<file path="config.mk">
export PLATFORM = sky130hd
export DESIGN_NAME = sensorless_commutator
export DESIGN_NICKNAME = d
export VERILOG_FILES = /design/src/rtl/commseq_pkg.sv /design/src/rtl/commutator_ctrl.sv /design/src/rtl/commutator_path.sv /design/src/rtl/sensorless_commutator.sv
export SDC_FILE = /design/constraint.sdc
export NUM_CORES = 1
export LEC_CHECK = 0
export BUFFER_PORTS_ARGS = -buffer_cell sky130_fd_sc_hd__buf_2
export CAP_MARGIN = 5
export CORE_ASPECT_RATIO = 1.75
export CORE_UTILIZATION = 59
export CTS_CLUSTER_SIZE = 20
export DETAILED_ROUTE_END_ITERATION = 10
export GPL_ROUTABILITY_DRIVEN = 0
export PLACE_DENSITY = 0.8
export SLEW_MARGIN = 5
export SYNTH_ARGS = -nofsm -noshare
export SYNTH_HDL_FRONTEND = slang
export SYNTH_SLANG_ARGS = --single-unit
</file>
<file path="constraint.sdc">
create_clock -name clk -period 5 [get_ports clk]
set_clock_uncertainty 0.15 [all_clocks]
set_input_delay 1 -clock clk [delete_from_list [all_inputs] [get_ports clk]]
set_output_delay 1 -clock clk [all_outputs]
set_load 0.1 [all_outputs]
</file>
<file path="src/rtl/commseq_pkg.sv">
package commseq_pkg;

  typedef struct packed {
    logic       clr;   // park everything
    logic       adv;   // take a step this cycle
    logic       fwd;   // step direction
    logic [1:0] amt;   // step distance 1..3
  } seqStrobe_t;

  // Move a step index by k positions (0..3) modulo 6
  function automatic logic [2:0] stepMove(input logic [2:0] s, input logic [1:0] k,
                                          input logic fwd);
    logic [3:0] t;
    if (fwd) t = {1'b0, s} + {2'b00, k};
    else     t = {1'b0, s} + 4'd6 - {2'b00, k};
    if (t >= 4'd6) t = t - 4'd6;
    return t[2:0];
  endfunction

  // Index of the floating phase for a step (0=U,1=V,2=W)
  function automatic logic [1:0] floatOf(input logic [2:0] s);
    case (s)
      3'd0, 3'd3: return 2'd2;
      3'd1, 3'd4: return 2'd1;
      default:    return 2'd0;
    endcase
  endfunction

  function automatic logic [2:0] hiOf(input logic [2:0] s);
    case (s)
      3'd0, 3'd1: return 3'b001;
      3'd2, 3'd3: return 3'b010;
      3'd4, 3'd5: return 3'b100;
      default:    return 3'b000;
    endcase
  endfunction

  function automatic logic [2:0] loOf(input logic [2:0] s);
    case (s)
      3'd0, 3'd5: return 3'b010;
      3'd1, 3'd2: return 3'b100;
      3'd3, 3'd4: return 3'b001;
      default:    return 3'b000;
    endcase
  endfunction

endpackage

</file>
<file path="src/rtl/commutator_ctrl.sv">
module commutator_ctrl
  import commseq_pkg::*;
#(
  parameter int OSC_DIV    = 134,
  parameter int SYNC_STEPS = 2
) (
  input  logic       clk,
  input  logic       rstN,
  input  logic       enable,
  input  logic       dirFwd,
  input  logic       oscTick,
  input  logic [2:0] zeroCross,
  input  logic [2:0] stepIdx,
  output seqStrobe_t strobe,
  output logic       driveMode
);
  localparam int CNT_W = (OSC_DIV > 1) ? $clog2(OSC_DIV) : 1;
  localparam int RUN_W = $clog2(SYNC_STEPS + 1);
  localparam logic [CNT_W-1:0] CNT_LAST = CNT_W'(OSC_DIV - 1);
  localparam logic [RUN_W-1:0] RUN_MAX  = RUN_W'(SYNC_STEPS);
  localparam logic [RUN_W-1:0] RUN_LOCK = RUN_W'(SYNC_STEPS - 1);

  logic [CNT_W-1:0] tickCnt;
  logic [RUN_W-1:0] zcRun;
  logic [2:0]       probeHit;
  logic [1:0]       zcAmt;
  logic             timerDone;

  // Look at the floating phase of the current and the next two patterns
  for (genvar k = 0; k < 3; k++) begin : g_probe
    assign probeHit[k] = zeroCross[floatOf(stepMove(stepIdx, 2'(k), dirFwd))];
  end

  always_comb begin
    if (probeHit[0])      zcAmt = 2'd1;
    else if (probeHit[1]) zcAmt = 2'd2;
    else if (probeHit[2]) zcAmt = 2'd3;
    else                  zcAmt = 2'd0;
  end

  assign timerDone  = oscTick && (tickCnt == CNT_LAST);

  assign strobe.clr = !enable;
  assign strobe.adv = enable && ((zcAmt != 2'd0) || timerDone);
  assign strobe.fwd = dirFwd;
  assign strobe.amt = (zcAmt != 2'd0) ? zcAmt : 2'd1;

  always_ff @(posedge clk or negedge rstN) begin
    if (!rstN) begin
      tickCnt   <= '0;
      zcRun     <= '0;
      driveMode <= 1'b0;
    end else if (!enable) begin
      tickCnt   <= '0;
      zcRun     <= '0;
      driveMode <= 1'b0;
    end else if (zcAmt != 2'd0) begin
      tickCnt <= '0;
      if (zcRun >= RUN_LOCK) driveMode <= 1'b1;
      if (zcRun < RUN_MAX)   zcRun <= zcRun + 1'b1;
    end else if (oscTick) begin
      if (timerDone) begin
        tickCnt   <= '0;
        zcRun     <= '0;
        driveMode <= 1'b0;
      end else begin
        tickCnt <= tickCnt + 1'b1;
      end
    end
  end

endmodule

</file>
<file path="src/rtl/commutator_path.sv">
module commutator_path
  import commseq_pkg::*;
(
  input  logic       clk,
  input  logic       rstN,
  input  seqStrobe_t strobe,
  output logic [2:0] stepIdx,
  output logic [2:0] gateHi,
  output logic [2:0] gateLo,
  output logic       rotPulse
);
  logic [2:0] nextStep;

  assign nextStep = stepMove(stepIdx, strobe.amt, strobe.fwd);

  always_ff @(posedge clk or negedge rstN) begin
    if (!rstN) begin
      stepIdx  <= '0;
      gateHi   <= '0;
      gateLo   <= '0;
      rotPulse <= 1'b0;
    end else if (strobe.clr) begin
      stepIdx  <= '0;
      gateHi   <= '0;
      gateLo   <= '0;
      rotPulse <= 1'b0;
    end else if (strobe.adv) begin
      // dead cycle: all switches open while the pattern changes
      stepIdx  <= nextStep;
      gateHi   <= '0;
      gateLo   <= '0;
      rotPulse <= ~rotPulse;
    end else begin
      gateHi <= hiOf(stepIdx);
      gateLo <= loOf(stepIdx);
    end
  end

endmodule

</file>
<file path="src/rtl/sensorless_commutator.sv">
module sensorless_commutator
  import commseq_pkg::*;
#(
  parameter int OSC_DIV    = 134,
  parameter int SYNC_STEPS = 2
) (
  input  logic       clk,
  input  logic       rstN,
  input  logic       enable,
  input  logic       dirFwd,
  input  logic       oscTick,
  input  logic [2:0] zeroCross,
  output logic [2:0] gateHi,
  output logic [2:0] gateLo,
  output logic [2:0] stepIdx,
  output logic       driveMode,
  output logic       rotPulse
);
  seqStrobe_t strobe;

  commutator_ctrl #(
    .OSC_DIV   (OSC_DIV),
    .SYNC_STEPS(SYNC_STEPS)
  ) u_ctrl (
    .clk      (clk),
    .rstN     (rstN),
    .enable   (enable),
    .dirFwd   (dirFwd),
    .oscTick  (oscTick),
    .zeroCross(zeroCross),
    .stepIdx  (stepIdx),
    .strobe   (strobe),
    .driveMode(driveMode)
  );

  commutator_path u_path (
    .clk     (clk),
    .rstN    (rstN),
    .strobe  (strobe),
    .stepIdx (stepIdx),
    .gateHi  (gateHi),
    .gateLo  (gateLo),
    .rotPulse(rotPulse)
  );

endmodule

</file>
* Word level (Yosys, flattened, before mapping)
Cells that the tools add are included.
** Cells by class
- Shift-type cells :: 0
- Multiply operators :: 0
- Reduce and logical (&&, ||, !) cells :: 22
- Magnitude comparators :: 9
- Muxes and demuxes :: 45
- Div/mod/pow operators :: 0
- Equality and inequality tests :: 20
- Bitwise logic cells :: 1
- Add/subtract/negate cells :: 13
** Operators with widths (count)
- 8-bit two-way mux :: 4
- 3-bit two-way mux :: 10
- 2-bit OR reduction :: 12
- 2-bit two-way mux :: 9
- 3-bit case mux with 3 select lines :: 2
- 4-bit by 3-bit greater-or-equal comparator with 1-bit output (second input constant) :: 4
- 4-bit two-way mux :: 4
- 3-bit by 2-bit equality test with 1-bit output (second input constant) :: 5
- 3-bit equality test (second input constant) :: 5
- 3-bit by 1-bit equality test with 1-bit output (second input constant) :: 4
- 3-bit logical NOT :: 4
- 2-bit case mux with 2 select lines :: 3
- 3-bit subtractor (second input constant) :: 4
- 1-bit two-way mux :: 10
- 2-bit by 3-bit < comparator with 1-bit output (second input constant) :: 3
- 8-bit by 1-bit adder with 8-bit output (second input constant) :: 1
- 8-bit equality test (second input constant) :: 1
- 1-bit binary-select mux with 2-bit select :: 3
- 3-bit by 1-bit != test with 1-bit output (second input constant) :: 2
- 3-bit != test (second input constant) :: 2
- 3-bit AND reduction :: 2
- 3-bit by 1-bit adder with 4-bit output (second input constant) :: 1
- 3-bit by 2-bit adder with 4-bit output :: 1
- 3-bit by 2-bit adder with 4-bit output (second input constant) :: 1
- 12 further kinds :: 13
** Storage, ports and cells
- Latch bits :: 0
- Output and inout port bits :: 11
- Word-level logic and storage cells :: 117
- Flip-flop bits (word level) :: 21
- Input port bits :: 8
- RAM bits :: 0
- ROM bits :: 0
- Memories kept :: 0

* Logic depth before layout (Yosys ltp)
- Word-level depth :: 21
- Mapped depth :: 22
- Mapped depth without buffers :: 20

* Cells and area by module
A second synthesis with hierarchy kept.
** Second synthesis, totals
- Cell total of the unflattened synthesis :: 213
- Area total of the unflattened synthesis :: 1941.9 µm²
** By module, submodules not included
- commutator_ctrl :: area each 1318.8 µm², times used 1, cells an instance 152, sequential area each 275.3 µm²
- commutator_path :: area each 623.1 µm², times used 1, cells an instance 61, sequential area each 250.2 µm²

* Worst setup path before layout
No wires, ideal clock.
- Path kind :: reg-to-reg
- Start :: reg u_path.stepIdx[1]
- End :: reg u_path.stepIdx[1]
- Setup time :: 0.088 ns
- Required time :: 4.762 ns
- Data arrival time :: 4.717 ns
- Cell stages (with the launch flop) :: 19
- Setup slack :: 0.045 ns
- Clock period less this slack :: 4.955 ns
- Path buffers :: 1
- Cell sequence :: dfrtp_1 inv_1 ha_1 buf_4 o21ai_0 ha_1 nor2b_1 a211o_1 a211o_1 o2111ai_1 o31ai_1 nand2b_1 ha_1 a211oi_1 xnor2_1 o2bb2ai_1 mux2i_1 nand3_1 o21ai_0
** On the way
- Longest elaborated chain between the ends :: 21
- Elaborated cells on any way between the ends :: 60
- Those cells by class :: add/sub: 11; order compare: 4; eq/ne: 10; mux: 23; reduce/logical: 12
** RTL lines
- start: declaration :: RTL line commutator_path.sv:7 : output logic [2:0] stepIdx,
- start signal: assignment :: RTL line commutator_path.sv:29 : stepIdx <= nextStep;
- 3-bit by 3-bit adder with 4-bit output :: RTL line commseq_pkg.sv:15 : else t = {1'b0, s} + 4'd6 - {2'b00, k};
- 4-bit by 2-bit subtractor with 4-bit output :: RTL line commseq_pkg.sv:15
- 4-bit two-way mux :: RTL line commseq_pkg.sv:14 : if (fwd) t = {1'b0, s} + {2'b00, k};
- 4-bit by 3-bit greater-or-equal comparator with 1-bit output / 3-bit subtractor (equally long branches) :: RTL line commseq_pkg.sv:16 : if (t >= 4'd6) t = t - 4'd6;
- 3-bit two-way mux :: RTL line commseq_pkg.sv:16
- 3-bit by 1-bit equality test with 1-bit output (tied with other cells) :: RTL line commseq_pkg.sv:22 : case (s)
- 2-bit OR reduction :: RTL line commseq_pkg.sv:22
- 2-bit case mux with 2 select lines :: RTL line commseq_pkg.sv:22
- (+5 left out)
- 2-bit nonzero test :: RTL line commutator_ctrl.sv:44, commutator_ctrl.sv:46
- 2-bit two-way mux :: RTL line commutator_ctrl.sv:46 : assign strobe.amt = (zcAmt != 2'd0) ? zcAmt : 2'd1;
- 4-bit by 2-bit subtractor with 4-bit output / 3-bit by 2-bit adder with 4-bit output (equally long branches) :: RTL line commseq_pkg.sv:15, commseq_pkg.sv:14
- 4-bit two-way mux :: RTL line commseq_pkg.sv:14
- 4-bit by 3-bit greater-or-equal comparator with 1-bit output / 3-bit subtractor (equally long branches) :: RTL line commseq_pkg.sv:16
- 3-bit two-way mux :: RTL line commseq_pkg.sv:16
- 3-bit two-way mux :: RTL line commutator_path.sv:27 : end else if (strobe.adv) begin
- 3-bit two-way mux :: RTL line commutator_path.sv:22 : end else if (strobe.clr) begin
Several ways; a longest one is shown, not always the timed one. The select of a mux whose other input is x is not followed.
A chain may end at the register's enable or synchronous reset.

* Worst setup path in the final report
- Start :: reg u_path.stepIdx[2]
- End :: reg u_path.stepIdx[1]
Same word-level chain as after synthesis.

==> impl_results.md <==
* DPL Wire Length at 3.44 mm
* Synthesis-to-finish area growth at 8.64%
* Top delay family on crit path: compound AO/OA/AOI/OAI gates
* Synth top area cells: dfrtp_1 27%, ha_1 12%, nand2_1 3.7%
* Top-area cell type share of the netlist area at 0.273
* Initial antenna violation count at 0
* Post-Synth Simple-Gate Area at 0.252
* CP Max Fanout at 11
* Routed len/inst at 15.0 um
* Post-route ant nets at 0
* Flop pwr share at 0.182
* GRT met3 Usage at 0.0256
* Gr ovfl total at 0
* Clock share of power at 0.083
* Setup Viol. Count Final at 0
* Startpoint Class: flip-flop
* Met2 GRT Util at 0.512
* Crit-path most repeated cell: ha_1
* VDD IR max at 0.353 mV
* Crit Path Category: reg -> reg
* FP Rows at 27
* Arr. time, crit path at 4.51 ns
* CP bufs+invs at 2
* DR vias/cell at 6.02
* GR met1 Demand/Resource at 0.308
* Sw Ratio at 0.556
* Number of synthesized flops with an enable pin at 0
* Seq cells post-synth at 21
* IO Count at 19
* Int Power at 0.584 mW
* Psw at 0.732 mW
* Worst path cell trace: inv_1 > ha_1 > o21ai_0 > ha_1 > nor2b_1 > a211o_1 > nand3_1 > a21oi_1 > o31ai_1 > nand2b_1 > ha_1 > inv_1 > fa_1 > xor2_1 > a21oi_1 > nand2_1 > mux2i_1 > nand3_1 > o21ai_0
* GRT Max-Usage Layer: met2
* Power per cell area at 629 nW/um^2
* Power consumption at 1.32 mW
* Die extent in y at 77.6 um
* Insertion delay to the later sink of the worst-skew pair at 0.26 ns
* Die area at 3510 um^2
* Final Cell Area at 2090 um^2
* Post-Synth Adder-Cell Area at 0.138
* Syn Area/Cell at 8.41 um^2
* IO Port Bufs at 18
* Residual DRC count at 0
* CTS sink cnt at 21
* Clock transition at path regs at 0.07 ns
* Leakage dissipation at 0.939 nW
* Number of detailed-route iterations in the first pass at 4
* N_diodes at 0
* # fillers at 284
* Worst-Margin Slew at 0.727 ns
* Via count at 1741
* Area leader, netlist: dfrtp_1
* Peak Freq at 223 MHz
* Compound-Gate Fraction of Synth Area at 0.209
* Mapped Cells at 229
* CP max stage cell: dfrtp_2
* Starting Density at 0.613
* Total GRT Usage at 0.287
* Required time of the critical path at 5.02 ns
* H-tree depth at 1
* Async set-or-reset flop fraction in the synthesized netlist at 1.00
* Worst hold slack at 0.395 ns
* Fin crit share at 0.897
* Final nets at 275
* Post-DP Area at 2050 um^2
* Largest net degree at the start of global routing at 22
* R2R Setup Slk at 0.51 ns
* Warnings from Yosys at 0
* Placeable Area at 3140 um^2
* Final wirelength at 4.34 mm
* Gate power share at 0.736
* Sequential area share after synthesis at 0.273
* Fraction of synthesized area in multiplexers at 0.0260
* Vias in the first global route at 1717
* Shortest period the worst path allows at 4.49 ns
* Die Span X at 45.2 um
* Post-CTS setup buffer count at 0
* Synthesized netlist net count at 257
* Worst Hold Class: reg -> reg
* CTS tree: yes
* Post-Syn Area at 1930 um^2
* Number of max-slew violations in the final report at 0
* Run status: complete, no violations
* Clk Tree Root Cell: clkbuf_8
* Longest Clk Path Bufs at 2
* Ys flop type: dfrtp_1
* Total Neg Setup Slack at 0 ns
* Worst setup EP type: flip-flop
* Netlist cell types at 52
* Share of cells above drive strength 1 at 0.138
* Main combinational cell family by area after synthesis: simple AND/OR/NAND/NOR gates
* Global-route wire length before repair at 7.66 mm
* RSZ-0062 raised after global routing: false
* DR iter-0 viols at 39
* Max cap viols at 0
* Final Hold Viols at 0
* Slew headroom at 0.511
* Synth Area in XOR/XNOR at 0.0357
* CTS Buf Count at 3
* CP max stage delay at 0.53 ns
==> worst paths after layout <==
kind                                   start                end  depth (start not counted)
setup / recovery           u_path.stepIdx[2]  u_path.stepIdx[1]                         19
hold / removal              u_ctrl.driveMode   u_ctrl.driveMode                          2
setup reg to reg           u_path.stepIdx[2]  u_path.stepIdx[1]                         19
hold reg to reg             u_ctrl.driveMode   u_ctrl.driveMode                          2
max in group asynchronous               rstN  u_path.stepIdx[2]                          1
min in group asynchronous               rstN  u_path.stepIdx[1]                          1
==> worst min-delay path, stage by stage (launching register included) <==
cell and delay (ns):
dfrtp_1 0.39, nand2_1 0.06, a21oi_1 0.05
==> placed cells by master (no fill, tap or decap), types with 3 or more instances in the layout <==
master	netlist	final
or4_1	3	3
o211ai_1	5	5
nand4_1	3	3
nand3b_1	3	3
inv_1	18	18
a21oi_1	11	11
nand2b_1	9	9
nor2_1	18	18
nand2_1	19	19
o21ai_0	13	13
clkbuf_8	0	3
o2111ai_1	4	4
dfrtp_1	21	20
or3_1	6	6
buf_2	1	18
a211oi_1	4	4
nor3_1	5	5
xnor2_1	3	3
xor2_1	3	3
mux2i_1	5	5
ha_1	18	18
nand3_1	8	8
buf_4	2	5
o31ai_1	4	4
nor2b_1	3	3
o221ai_1	3	3
==> what timing repair did <==
item | in CTS | in global routing
gates resized for setup | 0 | 1
hold buffers | 0 | 0
endpoints found under the setup margin | 0 | 2
==> routing by layer <==
layer / vias up / wire [um]
met5: - / 0
met4: 0 / 172
met3: 14 / 57
met2: 27 / 2450
met1: 844 / 1660
li1: 856 / -
==> area by class of cell <==
cell class,count,area (um^2),area share
clock buffers,4,45.0,0.0215
inverters,18,67.6,0.0323
multi-input cells,180,1270,0.608
flip-flops and latches,21,527,0.252
well taps,43,53.8,0.0257
repair buffers,23,128,0.0610
==> registers in the layout (all words and copies together) (netlist names) <==
name,cells
u_path.stepIdx,3
u_path.gateHi,3
u_path.rotPulse,1
u_ctrl.tickCnt,8
u_ctrl.zcRun,2
u_ctrl.driveMode,1
u_path.gateLo,3
==> cell families after synthesis <==
kind of cell | after synthesis
fa+ha+maj | 20
compound gates | 59
simple gates | 89
buf+inv | 28
mux | 5
flops | 21
xor+xnor | 7
==> Yosys cell counts (4+ instances only) <==
| library cell | number |
|---|---|
| nand3_1 | 8 |
| nand2_1 | 19 |
| or3_1 | 6 |
| inv_1 | 18 |
| nor3_1 | 5 |
| a211oi_1 | 4 |
| mux2i_1 | 5 |
| nor2_1 | 18 |
| a21oi_1 | 11 |
| nand2b_1 | 9 |
| clkbuf_1 | 5 |
| o21ai_0 | 13 |
| o31ai_1 | 4 |
| o211ai_1 | 5 |
| dfrtp_1 | 21 |
| ha_1 | 18 |
| o2111ai_1 | 4 |
==> per-stage QoR <==
stage,setup WS (ns),utilization,instances
CTS,0.356,0.665,289
global placement,0.416,0.651,285
global route,0.0890,0.666,289
detailed placement,0.333,0.651,285
floorplan,0.0454,-,229
finish,0.513,0.666,289
==> power groups by stage <==
stage | combinational, mW | sequential [mW] | clock (mW)
2_1_floorplan | 0.617 | 0.401 | 0
3_3_place_gp | 0.939 | 0.239 | 0
3_5_place_dp | 0.962 | 0.241 | 0
4_1_cts | 0.967 | 0.238 | 0.111
5_1_grt | 1.09 | 0.242 | 0.118
6_report | 0.968 | 0.239 | 0.109
(Power assumes the default switching activity.)
